--- src/rtl/nand_seq_pkg.sv ---
// Shared types and constants for the NAND page program sequencer.
// Assumes an 8-bit device bus with status ready at bit 6 and fail at bit 0.
package nand_seq_pkg;

    // kind of one bus cycle carried out by the strobe engine
    typedef enum logic [1:0] {
        OP_CMD  = 2'd0,
        OP_ADDR = 2'd1,
        OP_DATA = 2'd2,
        OP_READ = 2'd3
    } bus_op_e;

    // sequencer control states
    typedef enum logic [3:0] {
        CS_IDLE     = 4'd0,
        CS_LOAD_CMD = 4'd1,
        CS_ADDR0    = 4'd2,
        CS_ADDR1    = 4'd3,
        CS_ADDR2    = 4'd4,
        CS_DATA     = 4'd5,
        CS_CONFIRM  = 4'd6,
        CS_GUARD    = 4'd7,
        CS_WAIT_RB  = 4'd8,
        CS_STAT_CMD = 4'd9,
        CS_STAT_RD  = 4'd10,
        CS_DONE     = 4'd11
    } ctrl_state_e;

    localparam logic [7:0] CMD_DATA_LOAD = 8'h80;
    localparam logic [7:0] CMD_CONFIRM   = 8'h10;
    localparam logic [7:0] CMD_STATUS    = 8'h70;
    localparam int         STAT_RDY_BIT  = 6;
    localparam int         STAT_FAIL_BIT = 0;

endpackage

--- src/rtl/nand_bus_engine.sv ---
// Strobe engine: carries out one command, address, data-write or status-read
// bus cycle at a time. Phases: one setup clock with CLE/ALE/data set up,
// a low phase of the strobe, then a high recovery phase.
// Assumes all timing parameters are at least 1.
module nand_bus_engine
    import nand_seq_pkg::*;
#(
    parameter int T_WE_LOW  = 3,
    parameter int T_WE_HIGH = 2,
    parameter int T_RE_LOW  = 3,
    parameter int T_RE_HIGH = 2
) (
    input  logic       clk,
    input  logic       rst_n,
    input  logic       start,
    input  bus_op_e    op,
    input  logic [7:0] wbyte,
    input  logic [7:0] io_in,
    output logic       idle,
    output logic       op_done,
    output logic [7:0] rd_byte,
    output logic       cle,
    output logic       ale,
    output logic       we_n,
    output logic       re_n,
    output logic [7:0] io_out,
    output logic       io_oe
);

    localparam int MAX_W = (T_WE_LOW > T_WE_HIGH) ? T_WE_LOW : T_WE_HIGH;
    localparam int MAX_R = (T_RE_LOW > T_RE_HIGH) ? T_RE_LOW : T_RE_HIGH;
    localparam int MAX_T = (MAX_W > MAX_R) ? MAX_W : MAX_R;
    localparam int CW    = (MAX_T > 1) ? $clog2(MAX_T) : 1;
    localparam logic [CW-1:0] WL_LAST = CW'(T_WE_LOW - 1);
    localparam logic [CW-1:0] WH_LAST = CW'(T_WE_HIGH - 1);
    localparam logic [CW-1:0] RL_LAST = CW'(T_RE_LOW - 1);
    localparam logic [CW-1:0] RH_LAST = CW'(T_RE_HIGH - 1);

    typedef enum logic [1:0] {PH_IDLE, PH_SETUP, PH_LOW, PH_HIGH} phase_e;

    phase_e        phase;
    bus_op_e       op_q;
    logic [7:0]    byte_q;
    logic [7:0]    rd_q;
    logic [CW-1:0] cnt;
    logic [CW-1:0] low_last;
    logic [CW-1:0] high_last;
    logic          active;
    logic          is_read;

    // pick the phase lengths for the current cycle kind
    always_comb begin
        is_read   = (op_q == OP_READ);
        low_last  = is_read ? RL_LAST : WL_LAST;
        high_last = is_read ? RH_LAST : WH_LAST;
    end

    // phase sequencing, operand capture and status sampling
    always_ff @(posedge clk) begin
        if (!rst_n) begin
            phase  <= PH_IDLE;
            op_q   <= OP_CMD;
            byte_q <= 8'h00;
            rd_q   <= 8'h00;
            cnt    <= '0;
        end else begin
            case (phase)
                PH_IDLE: begin
                    if (start) begin
                        op_q   <= op;
                        byte_q <= wbyte;
                        phase  <= PH_SETUP;
                    end
                end
                PH_SETUP: begin
                    cnt   <= '0;
                    phase <= PH_LOW;
                end
                PH_LOW: begin
                    if (cnt == low_last) begin
                        cnt   <= '0;
                        phase <= PH_HIGH;
                        if (is_read) rd_q <= io_in;
                    end else begin
                        cnt <= cnt + 1'b1;
                    end
                end
                PH_HIGH: begin
                    if (cnt == high_last) phase <= PH_IDLE;
                    else                  cnt   <= cnt + 1'b1;
                end
                default: phase <= PH_IDLE;
            endcase
        end
    end

    // bus pins are decoded from registered phase and operand
    always_comb begin
        active  = (phase != PH_IDLE);
        idle    = !active;
        op_done = (phase == PH_HIGH) && (cnt == high_last);
        cle     = active && (op_q == OP_CMD);
        ale     = active && (op_q == OP_ADDR);
        io_oe   = active && !is_read;
        io_out  = io_oe ? byte_q : 8'h00;
        we_n    = !((phase == PH_LOW) && !is_read);
        re_n    = !((phase == PH_LOW) && is_read);
        rd_byte = rd_q;
    end


    we_setup_chk: assert property (@(posedge clk) disable iff (!rst_n)
        $fell(we_n) |-> ($stable(cle) && $stable(ale) && $stable(io_out) && io_oe));


    strobe_excl_chk: assert property (@(posedge clk) disable iff (!rst_n)
        !(!we_n && !re_n));


    read_no_drive_chk: assert property (@(posedge clk) disable iff (!rst_n)
        !re_n |-> !io_oe);

endmodule

--- src/rtl/nand_busy_timer.sv ---
// Busy timeout counter: counts clocks while run is set, saturates at LIMIT
// and raises expired; clr restarts it. Assumes LIMIT >= 1.
module nand_busy_timer #(
    parameter int LIMIT = 100000
) (
    input  logic clk,
    input  logic rst_n,
    input  logic clr,
    input  logic run,
    output logic expired
);

    localparam int TW = $clog2(LIMIT + 1);
    localparam logic [TW-1:0] LIM = TW'(LIMIT);

    logic [TW-1:0] cnt;

    // count busy clocks up to the limit
    always_ff @(posedge clk) begin
        if (!rst_n || clr)       cnt <= '0;
        else if (run && !expired) cnt <= cnt + 1'b1;
    end

    assign expired = (cnt == LIM);


    expired_hold_chk: assert property (@(posedge clk) disable iff (!rst_n)
        (expired && !clr) |=> expired);

endmodule

--- src/rtl/nand_prog_ctrl.sv ---
// Program sequence controller: accepts a request, drives the strobe engine
// through load command, three address cycles, data, confirm, busy wait and
// status read, then reports done/fail/timeout. Assumes PAGE_W <= 16 and the
// ready/busy pin is asynchronous (it is synchronised here).
module nand_prog_ctrl
    import nand_seq_pkg::*;
#(
    parameter int PAGE_BYTES   = 528,
    parameter int PAGE_W       = 15,
    parameter int LEN_W        = 10,
    parameter int T_BUSY_GUARD = 4
) (
    input  logic              clk,
    input  logic              rst_n,
    input  logic              req_valid,
    output logic              req_ready,
    input  logic [7:0]        req_col,
    input  logic [PAGE_W-1:0] req_page,
    input  logic [LEN_W-1:0]  req_len,
    input  logic              req_poll,
    input  logic [7:0]        wr_data,
    input  logic              wr_valid,
    output logic              wr_ready,
    output logic              done,
    output logic              fail,
    output logic              timeout_err,
    output logic              ce_n,
    input  logic              rb,
    input  logic              eng_idle,
    input  logic              eng_done,
    input  logic [7:0]        eng_rd,
    output logic              eng_start,
    output bus_op_e           eng_op,
    output logic [7:0]        eng_byte,
    input  logic              tmr_expired,
    output logic              tmr_clr,
    output logic              tmr_run
);

    localparam int GW = $clog2(T_BUSY_GUARD + 1);
    localparam logic [GW-1:0]    G_LAST  = GW'(T_BUSY_GUARD - 1);
    localparam logic [LEN_W-1:0] LEN_MAX = LEN_W'(PAGE_BYTES);

    ctrl_state_e       st;
    logic [7:0]        col_q;
    logic [PAGE_W-1:0] page_q;
    logic [LEN_W-1:0]  len_q;
    logic [LEN_W-1:0]  sent;
    logic [LEN_W-1:0]  sent_nx;
    logic              poll_q;
    logic              launched;
    logic [GW-1:0]     guard_cnt;
    logic              fail_q;
    logic              tmo_q;
    logic              rb_s1, rb_s2;
    logic              op_state;
    logic              busy_phase;

    // bring the ready/busy pin into the clock domain
    always_ff @(posedge clk) begin
        if (!rst_n) begin
            rb_s1 <= 1'b0;
            rb_s2 <= 1'b0;
        end else begin
            rb_s1 <= rb;
            rb_s2 <= rb_s1;
        end
    end

    // select the bus cycle for the current state
    always_comb begin
        eng_op   = OP_CMD;
        eng_byte = 8'h00;
        op_state = 1'b1;
        case (st)
            CS_LOAD_CMD: begin eng_op = OP_CMD;  eng_byte = CMD_DATA_LOAD;        end
            CS_ADDR0:    begin eng_op = OP_ADDR; eng_byte = col_q;                end
            CS_ADDR1:    begin eng_op = OP_ADDR; eng_byte = page_q[7:0];          end
            CS_ADDR2:    begin eng_op = OP_ADDR; eng_byte = 8'(page_q >> 8);      end
            CS_DATA:     begin eng_op = OP_DATA; eng_byte = wr_data;              end
            CS_CONFIRM:  begin eng_op = OP_CMD;  eng_byte = CMD_CONFIRM;          end
            CS_STAT_CMD: begin eng_op = OP_CMD;  eng_byte = CMD_STATUS;           end
            CS_STAT_RD:  begin eng_op = OP_READ; eng_byte = 8'h00;                end
            default:     op_state = 1'b0;
        endcase
    end

    // handshakes and pin-level outputs
    always_comb begin
        sent_nx     = sent + LEN_W'(1);
        wr_ready    = (st == CS_DATA) && eng_idle && !launched;
        eng_start   = op_state && eng_idle && !launched && ((st != CS_DATA) || wr_valid);
        busy_phase  = (st == CS_GUARD) || (st == CS_WAIT_RB) ||
                      (st == CS_STAT_CMD) || (st == CS_STAT_RD);
        tmr_clr     = (st == CS_CONFIRM);
        tmr_run     = busy_phase;
        req_ready   = (st == CS_IDLE);
        done        = (st == CS_DONE);
        fail        = fail_q;
        timeout_err = tmo_q;
        ce_n        = (st == CS_IDLE) || (st == CS_DONE);
    end

    // one launch per bus cycle; cleared when the engine finishes it
    always_ff @(posedge clk) begin
        if (!rst_n)         launched <= 1'b0;
        else if (eng_start) launched <= 1'b1;
        else if (eng_done)  launched <= 1'b0;
    end

    // main sequence of the program operation
    always_ff @(posedge clk) begin
        if (!rst_n) begin
            st        <= CS_IDLE;
            col_q     <= 8'h00;
            page_q    <= '0;
            len_q     <= '0;
            sent      <= '0;
            poll_q    <= 1'b0;
            guard_cnt <= '0;
            fail_q    <= 1'b0;
            tmo_q     <= 1'b0;
        end else begin
            case (st)
                CS_IDLE: begin
                    if (req_valid) begin
                        col_q  <= req_col;
                        page_q <= req_page;
                        len_q  <= (req_len > LEN_MAX) ? LEN_MAX : req_len;
                        poll_q <= req_poll;
                        sent   <= '0;
                        tmo_q  <= 1'b0;
                        if (req_len == '0) begin
                            fail_q <= 1'b1;
                            st     <= CS_DONE;
                        end else begin
                            fail_q <= 1'b0;
                            st     <= CS_LOAD_CMD;
                        end
                    end
                end
                CS_LOAD_CMD: if (eng_done) st <= CS_ADDR0;
                CS_ADDR0:    if (eng_done) st <= CS_ADDR1;
                CS_ADDR1:    if (eng_done) st <= CS_ADDR2;
                CS_ADDR2:    if (eng_done) st <= CS_DATA;
                CS_DATA: begin
                    if (eng_done) begin
                        sent <= sent_nx;
                        if (sent_nx == len_q) st <= CS_CONFIRM;
                    end
                end
                CS_CONFIRM: begin
                    if (eng_done) begin
                        guard_cnt <= '0;
                        st        <= CS_GUARD;
                    end
                end
                CS_GUARD: begin
                    if (guard_cnt == G_LAST) st <= poll_q ? CS_STAT_CMD : CS_WAIT_RB;
                    else                     guard_cnt <= guard_cnt + 1'b1;
                end
                CS_WAIT_RB: begin
                    if (rb_s2) begin
                        st <= CS_STAT_CMD;
                    end else if (tmr_expired) begin
                        tmo_q  <= 1'b1;
                        fail_q <= 1'b1;
                        st     <= CS_DONE;
                    end
                end
                CS_STAT_CMD: if (eng_done) st <= CS_STAT_RD;
                CS_STAT_RD: begin
                    if (eng_done) begin
                        if (eng_rd[STAT_RDY_BIT]) begin
                            fail_q <= eng_rd[STAT_FAIL_BIT];
                            st     <= CS_DONE;
                        end else if (tmr_expired) begin
                            tmo_q  <= 1'b1;
                            fail_q <= 1'b1;
                            st     <= CS_DONE;
                        end
                    end
                end
                CS_DONE: st <= CS_IDLE;
                default: st <= CS_IDLE;
            endcase
        end
    end


    busy_cmd_chk: assert property (@(posedge clk) disable iff (!rst_n)
        (busy_phase && eng_start && eng_op == OP_CMD) |-> (eng_byte == CMD_STATUS));


    done_pulse_chk: assert property (@(posedge clk) disable iff (!rst_n)
        done |=> !done);


    ready_busy_chk: assert property (@(posedge clk) disable iff (!rst_n)
        (req_ready && req_valid) |=> !req_ready);


    tmo_fail_chk: assert property (@(posedge clk) disable iff (!rst_n)
        (done && timeout_err) |-> fail);


    zero_len_quiet_chk: assert property (@(posedge clk) disable iff (!rst_n)
        (req_ready && req_valid && req_len == '0) |=> (done && ce_n));

endmodule

--- src/rtl/nand_prog_seq.sv ---
// Top of the NAND page program sequencer: joins the controller, the strobe
// engine and the busy timeout counter. Assumes the host holds req_* stable
// while req_valid is set and req_ready is low.
module nand_prog_seq
    import nand_seq_pkg::*;
#(
    parameter int PAGE_BYTES   = 528,
    parameter int PAGE_W       = 15,
    parameter int LEN_W        = $clog2(PAGE_BYTES + 1),
    parameter int T_WE_LOW     = 3,
    parameter int T_WE_HIGH    = 2,
    parameter int T_RE_LOW     = 3,
    parameter int T_RE_HIGH    = 2,
    parameter int T_BUSY_GUARD = 4,
    parameter int BUSY_LIMIT   = 100000
) (
    input  logic              clk,
    input  logic              rst_n,
    input  logic              req_valid,
    output logic              req_ready,
    input  logic [7:0]        req_col,
    input  logic [PAGE_W-1:0] req_page,
    input  logic [LEN_W-1:0]  req_len,
    input  logic              req_poll,
    input  logic [7:0]        wr_data,
    input  logic              wr_valid,
    output logic              wr_ready,
    output logic              done,
    output logic              fail,
    output logic              timeout_err,
    output logic              nand_ce_n,
    output logic              nand_cle,
    output logic              nand_ale,
    output logic              nand_we_n,
    output logic              nand_re_n,
    output logic [7:0]        nand_io_out,
    output logic              nand_io_oe,
    input  logic [7:0]        nand_io_in,
    input  logic              nand_rb
);

    logic       eng_idle, eng_done, eng_start;
    logic [7:0] eng_rd, eng_byte;
    bus_op_e    eng_op;
    logic       tmr_expired, tmr_clr, tmr_run;

    nand_prog_ctrl #(
        .PAGE_BYTES  (PAGE_BYTES),
        .PAGE_W      (PAGE_W),
        .LEN_W       (LEN_W),
        .T_BUSY_GUARD(T_BUSY_GUARD)
    ) u_ctrl (
        .clk        (clk),
        .rst_n      (rst_n),
        .req_valid  (req_valid),
        .req_ready  (req_ready),
        .req_col    (req_col),
        .req_page   (req_page),
        .req_len    (req_len),
        .req_poll   (req_poll),
        .wr_data    (wr_data),
        .wr_valid   (wr_valid),
        .wr_ready   (wr_ready),
        .done       (done),
        .fail       (fail),
        .timeout_err(timeout_err),
        .ce_n       (nand_ce_n),
        .rb         (nand_rb),
        .eng_idle   (eng_idle),
        .eng_done   (eng_done),
        .eng_rd     (eng_rd),
        .eng_start  (eng_start),
        .eng_op     (eng_op),
        .eng_byte   (eng_byte),
        .tmr_expired(tmr_expired),
        .tmr_clr    (tmr_clr),
        .tmr_run    (tmr_run)
    );

    nand_bus_engine #(
        .T_WE_LOW (T_WE_LOW),
        .T_WE_HIGH(T_WE_HIGH),
        .T_RE_LOW (T_RE_LOW),
        .T_RE_HIGH(T_RE_HIGH)
    ) u_engine (
        .clk    (clk),
        .rst_n  (rst_n),
        .start  (eng_start),
        .op     (eng_op),
        .wbyte  (eng_byte),
        .io_in  (nand_io_in),
        .idle   (eng_idle),
        .op_done(eng_done),
        .rd_byte(eng_rd),
        .cle    (nand_cle),
        .ale    (nand_ale),
        .we_n   (nand_we_n),
        .re_n   (nand_re_n),
        .io_out (nand_io_out),
        .io_oe  (nand_io_oe)
    );

    nand_busy_timer #(
        .LIMIT(BUSY_LIMIT)
    ) u_timer (
        .clk    (clk),
        .rst_n  (rst_n),
        .clr    (tmr_clr),
        .run    (tmr_run),
        .expired(tmr_expired)
    );


    idle_bus_chk: assert property (@(posedge clk) disable iff (!rst_n)
        nand_ce_n |-> (nand_we_n && nand_re_n && !nand_cle && !nand_ale));

endmodule

--- config.mk ---
export PLATFORM = sky130hd
export DESIGN_NAME = nand_prog_seq
export DESIGN_NICKNAME = d
export VERILOG_FILES = /design/src/rtl/nand_seq_pkg.sv /design/src/rtl/nand_bus_engine.sv /design/src/rtl/nand_busy_timer.sv /design/src/rtl/nand_prog_ctrl.sv /design/src/rtl/nand_prog_seq.sv
export SDC_FILE = /design/constraint.sdc
export NUM_CORES = 1
export LEC_CHECK = 0
export BUFFER_PORTS_ARGS = -buffer_cell sky130_fd_sc_hd__buf_2
export CORE_UTILIZATION = 52
export CTS_BUF_LIST = sky130_fd_sc_hd__clkbuf_16
export DETAILED_ROUTE_END_ITERATION = 8
export PLACE_DENSITY = 0.75
export SLEW_MARGIN = 20
export SYNTH_ARGS = -nofsm -noshare
export SYNTH_HDL_FRONTEND = slang
export SYNTH_SLANG_ARGS = --single-unit
--- constraint.sdc ---
create_clock -name clk -period 1.9 [get_ports clk]
set_input_delay 0.095 -clock clk [delete_from_list [all_inputs] [get_ports clk]]
set_output_delay 0.095 -clock clk [all_outputs]
set_load 0.02 [all_outputs]
# Yosys cells after proc, flatten, opt, wreduce, memory -nomap -nowiden

Index checks and enable logic that the tools add are counted.

Add/subtract/negate cells: 4
$lt $le $gt $ge: 1
Equal/unequal tests: 40
Muxes and demuxes: 50
Reduce and logical (&&, ||, !) cells: 47

Operator list:

| cell                  | count |
|---|---|
| $mux 4                | 15 |
| $pmux 8 s7            | 1 |
| $pmux 4 s11           | 1 |
| $ne 2x2->1 const B    | 16 |
| $mux 10               | 3 |
| $pmux 10 s2           | 1 |
| $add 17x1->17 const B | 1 |
| $eq 17x17->1 const B  | 1 |
| $eq 4x3->1 const B    | 4 |
| $eq 4x4->1 const B    | 4 |
| $mux 1                | 15 |
| $logic_and 1x1->1     | 12 |
| $pmux 2 s3            | 2 |
| $reduce_and 3->1      | 4 |
| $reduce_and 11->1     | 1 |
| $add 10x1->10 const B | 1 |
| $eq 10x10->1          | 1 |
| $gt 10x10->1 const B  | 1 |
| $logic_not 10->1      | 1 |
| $mux 2                | 5 |
| $eq 2x2->1 const B    | 4 |
| $eq 4x2->1 const B    | 2 |
| $mux 8                | 1 |
| $pmux 2 s4            | 1 |
| 21 further kinds      | 44 |

Register bits after elaboration: 94
Bits of input ports: 55
Output and inout port bits: 19
Logic and storage cells: 160

# Depth between registers and ports, before layout

Depth in word-level cells: 8
Gate-level depth with buffers: 9
Mapped depth without buffers: 8

# Hierarchy

From an unflattened synthesis, not the netlist that was laid out.

Cell total of the unflattened synthesis: 647
Area total of the unflattened synthesis: 5072.4 sq um

Modules (own cells, without submodules):

| module          | times used | cells an instance | area an instance (sq um) |
|---|---|---|---|
| nand_prog_ctrl  | 1          | 410               | 3074.2 |
| nand_bus_engine | 1          | 132               | 1082.3 |
| nand_busy_timer | 1          | 105               | 915.9 |

# Worst setup path before layout

OpenSTA, ideal clock, no wires.

Kind: register to register
Start: register u_ctrl.st[0]
End: register u_ctrl.sent[2]
Library setup time: 132 ps
Data arrival time: 2005 ps
Data required time: 1768 ps
Path slack: -237 ps
Stages on the path, launching flop included: 9
Buffers on the path: 2
Cells stage by stage: dfxtp_1 or2_1 buf_2 nor3_1 and2_1 clkbuf_1 a21oi_1 o21ai_0 a21oi_1

Word-level cells in the longest chain between the ends: 3
Elaborated cells on any way between the ends: 7
Classes of those cells: eq/ne: 3; mux: 1; reduce/logical: 3

RTL lines:

| what                                                             | line                  | RTL |
|---|---|---|
| start: declaration                                               | nand_prog_ctrl.sv:44  | `ctrl_state_e st;` |
| start signal: assignment                                         | nand_prog_ctrl.sv:159 | `if (guard_cnt == G_LAST) st <= poll_q ? CS_STAT_CMD : CS_WAIT_RB;` |
| $logic_not 4->1 *                                                | --                    |  |
| named net req_ready                                              | nand_prog_seq.sv:20   | `output logic req_ready,` |
| $ne 2x2->1 (no line) / $reduce_bool 2->1 (equally long branches) | --                    |  |
| $reduce_and 3->1 (no line)                                       | --                    |  |
| end signal: assignment                                           | nand_prog_ctrl.sv:148 | `sent <= sent_nx;` |
| end: declaration                                                 | nand_prog_ctrl.sv:48  | `logic [LEN_W-1:0] sent;` |

The timed path passes the listed nets; every way through them passes the cells marked *.
A chain may end at the register's enable or synchronous reset.

# Worst setup path after layout

Start: register u_timer.cnt[12]
End: register u_timer.cnt[7]

Word-level cells in the longest chain between the ends: 3

RTL lines:

| what                     | line                  | RTL |
|---|---|---|
| start: declaration       | nand_busy_timer.sv:16 | `logic [TW-1:0] cnt;` |
| start signal: assignment | nand_busy_timer.sv:21 | `else if (run && !expired) cnt <= cnt + 1'b1;` |
| $eq 17x17->1             | nand_busy_timer.sv:24 | `assign expired = (cnt == LIM);` |
| $logic_not 1->1          | nand_busy_timer.sv:21 |  |
| $logic_and 1x1->1        | nand_busy_timer.sv:21 |  |

No other way between the ends.

==> results by group <==
Run status
  – Result of the run: finished with violations
  – Failing checks: DRC, setup timing

Yosys
  – Number of enable-type register cells in the synthesized netlist: 0
  – Net count after synthesis: approximately 690
  – Number of instances in the synthesized netlist: a little over 600
  – Library cell with the largest summed area after synthesis: dfxtp_1
  – Biggest area contributors in the synthesized netlist: dfxtp_1, a21oi_1, nand2_1
  – Dominant synthesized flop cell: dfxtp_1
  – Share of async-settable or async-resettable flops after synthesis: 0
  – Register area share after synthesis: 0.371
  – Most frequent cells after synthesis: dfxtp_1, nand2_1, a21oi_1
  – Proportion of netlist area held by the largest area contributor: 0.371
  – Yosys Warn Count: 0
  – Post-synthesis cell type count: 62
  – Per-instance average area after synthesis: between 7 and 8 um^2
  – Leading cell type by number of instances after synthesis: dfxtp_1
  – Synthesized cell area: between 4000 and 5000 um^2
  – Flop and latch count out of synthesis: 89

Floorplanning
  – Die Ht: a little under 100 um
  – Floorplan core area: about 8800 um^2
  – Count of standard-cell rows: 34
  – Width of the die: ~98 um
  – Total Die Area: around 9600 um^2
  – IO Pins: between 70 and 80
  – Initial Util: 0.543

Setup path
  – Register-to-Register Path Depth: 8
  – Crit start category: flip-flop
  – Kind of critical path: flip-flop to flip-flop
  – Longest individual stage delay on the worst path: 0.54 ns
  – Worst path slowest cell: or4b_4
  – CP Cell Sequence: or4b_4 > nor4_4 > buf_4 > or4b_4 > buf_6 > nor2_4 > xnor2_1 > nor2_1
  – Crit. path cell count: 8
  – Worst reg2reg path endpoint: u_timer.cnt[7]$_SDFFE_PP0P_
  – Crit-path leading delay family: simple AND/OR/NAND/NOR gates
  – Worst setup slack for register-to-register paths: -0.06 ns
  – CP Max Fanout: 6
  – Critical path data required time: roughly 2.1 ns
  – Source of the worst register-to-register timing path: u_timer.cnt[12]$_SDFFE_PP0P_
  – Worst Path Buf+Inv: 2
  – Data arrival time at the worst-slack endpoint: ~2.2 ns
  – Destination of the critical timing path: u_timer.cnt[7]$_SDFFE_PP0P_
  – Crit-path most repeated cell: or4b_4
  – Critical path capture point type: flip-flop
  – Crit path from: u_timer.cnt[12]$_SDFFE_PP0P_

Timing
  – Worst-case clock skew: 0.0125 ns
  – Slew at the pin closest to its max-slew limit: between 0.4 and 0.5 ns
  – Number of failing hold endpoints at the final stage: 0
  – Fin Hold WS: ~0.0026 ns
  – Final critical-path share of the clock period: 1.03
  – Fmax: 510 MHz
  – RSZ-0062 raised after global routing: yes
  – Post-route setup slack: -0.0618 ns
  – Slew headroom: 0.701
  – Setup-failing EPs final: 7
  – Final number of max-transition violations: 0
  – Final critical-path required period: 1.96 ns

Cells and area
  – Fraction of layout cells with a size suffix above 1: 0.322
  – Fin util: 0.757
  – Final cell count without fillers: ~880
  – Layout area overhead: 39.5%
  – Diodes inserted: 0
  – Total number of nets in the final design: 835

Clock network
  – H-tree lvl count: 3
  – Worst-case clock buffer depth: 2
  – Clk sink count: 89
  – Clk Latency, worst-skew pair: 0.35 ns
  – Clock transition at the registers of the reported paths: ~0.07 ns
  – Cell chosen for the clock root: clkbuf_16
  – TritonCTS Buffers: 9
  – Clock tree from TritonCTS: built

Global routing
  – Wire length of the first global-routing pass: about 22000 um
  – GRT Overall Usage: 0.291
  – Pin count of the biggest net entering global routing: 54
  – Antenna violations before repair: 0
  – Global route total overflow: 0
  – Via count of the first global-routing pass: roughly 4800

Route
  – Antenna violation net count after detailed routing: 0
  – Via density per instance: approximately 6
  – Total number of vias: around 5300
  – Violation count after the first detailed-routing iteration: between 400 and 500
  – TritonRoute pass-1 iters: 7
  – Number of design rule violations left after detail routing: 3
  – Final WL: around 15000 um
  – Routed length per instance: approximately 17 um

Place
  – HPWL after detailed placement: roughly 9500 um
  – Inst Count DP: about 830
  – Routability Congestion: between 0.8 and 0.9
  – # port buffers: 67
  – Worst slack at placement: -0.190 ns

Power
  – Overall power consumption: ~7600 uW
  – Total power density per cell area: approximately 1100 nW/um^2
  – Leakage dissipation: 0.00264 uW
  – Peak ir drop on the vdd network: about 800 uV

Worst hold path
  – Path class of the lowest-slack min-delay path: primary input to flip-flop

Flow run
  – Number of max-cap violations: 0
[state kept, by name, indices dropped and copies added, names as in the netlist]
| name | cells |
|---|---|
| u_ctrl.col_q | 8 |
| u_ctrl.fail | 1 |
| u_ctrl.guard_cnt | 3 |
| u_ctrl.launched | 1 |
| u_ctrl.len_q | 10 |
| u_ctrl.page_q | 15 |
| u_ctrl.poll_q | 1 |
| u_ctrl.rb_s1 | 1 |
| u_ctrl.rb_s2 | 1 |
| u_ctrl.sent | 10 |
| u_ctrl.st | 4 |
| u_ctrl.timeout_err | 1 |
| u_engine.byte_q | 8 |
| u_engine.cnt | 2 |
| u_engine.op_q | 2 |
| u_engine.phase | 2 |
| u_engine.rd_byte | 2 |
| u_timer.cnt | 17 |
[power by group]
group | internal, uW | leakage (uW) | switching, uW | total, uW
clock network | 910 | 0.000135 | 844 | 1750
logic | 1490 | 0.00177 | 1900 | 3390
registers | 2170 | 0.000732 | 243 | 2420
total | 4570 | 0.00264 | 2990 | 7560
[cell families after synthesis]
logic type / Yosys count / synth area share
AOI/OAI and AO/OA: 157 / 0.198
xor gates and xnor gates: 24 / 0.0438
adders and majority gates: 12 / 0.0313
buffers and inverters: 62 / 0.0506
DFF: 89 / 0.371
muxes: 7 / 0.0151
and+or+nand+nor: 269 / 0.290
[how the worst min path moves through the flow]
stage	depth (start not counted)	end	slack [ns]	from
2_1_floorplan	1	u_ctrl.rb_s1$_SDFF_PN0_	0.22	nand_rb
4_1_cts	3	u_ctrl.page_q[7]$_SDFFE_PN0P_	0.0002	req_page[7]
3_3_place_gp	2	u_ctrl.rb_s1$_SDFF_PN0_	0.33	nand_rb
5_1_grt	3	u_ctrl.page_q[7]$_SDFFE_PN0P_	0.002	req_page[7]
3_5_place_dp	2	u_ctrl.rb_s1$_SDFF_PN0_	0.33	nand_rb
6_report	3	u_ctrl.page_q[7]$_SDFFE_PN0P_	0.003	req_page[7]
[routing by layer]
layer / global-route usage / share of wire / up-vias
met3: 0.0558 / 0.080 / 40
met1: 0.383 / 0.41 / 2488
met2: 0.477 / 0.48 / 267
met4: 0.0991 / 0.026 / 0
met5: 0 / 0 / -
li1: - / - / 2480
[placed cells by master, fill, tap and decap left out, drive strengths merged, types with 6 or more instances in the layout]
master       count
a22oi           15
nor2            62
o22ai           11
nand2b           7
nor2b            9
and3             7
nand4           10
o21ai           24
and2            16
dfxtp           89
a211oi           6
ha              12
xnor2           11
a31oi            8
nor3            15
xor2            13
or3              9
a21oi           67
dlygate4sd3     20
nand3           14
nand2           82
clkbuf           9
buf            157
inv             23
[cell type report]
cell class,count,area [um^2]
clock inverters,7,66.3
multi-input cells,469,3090
inverters,22,82.6
fillers,610,2150
flip-flops and latches,89,1800
clock buffers,9,225
well taps,108,135
repair buffers,177,1290
[per-stage QoR]
step,TNS [ns],cell area [um^2]
after CTS,-0.119,6370
after detailed placement,-1.88,5770
final,-0.288,6700
after global routing,-1.21,6700
after global placement,-0.764,5770
after floorplan,0,4820
[worst min-delay path, stage by stage]
cell and delay [ns]:
buf_2 0.09, nand2_1 0.06, a21oi_1 0.06
[repair_timing]
item,CTS,global route
hold buffers,20,0
setup buffers,4,9
pin swaps,6,27
resized for setup,22,67
hold endpoints to repair,20,0
setup endpoints to repair,28,62
No activity file was read; power rests on OpenSTA's default activity.
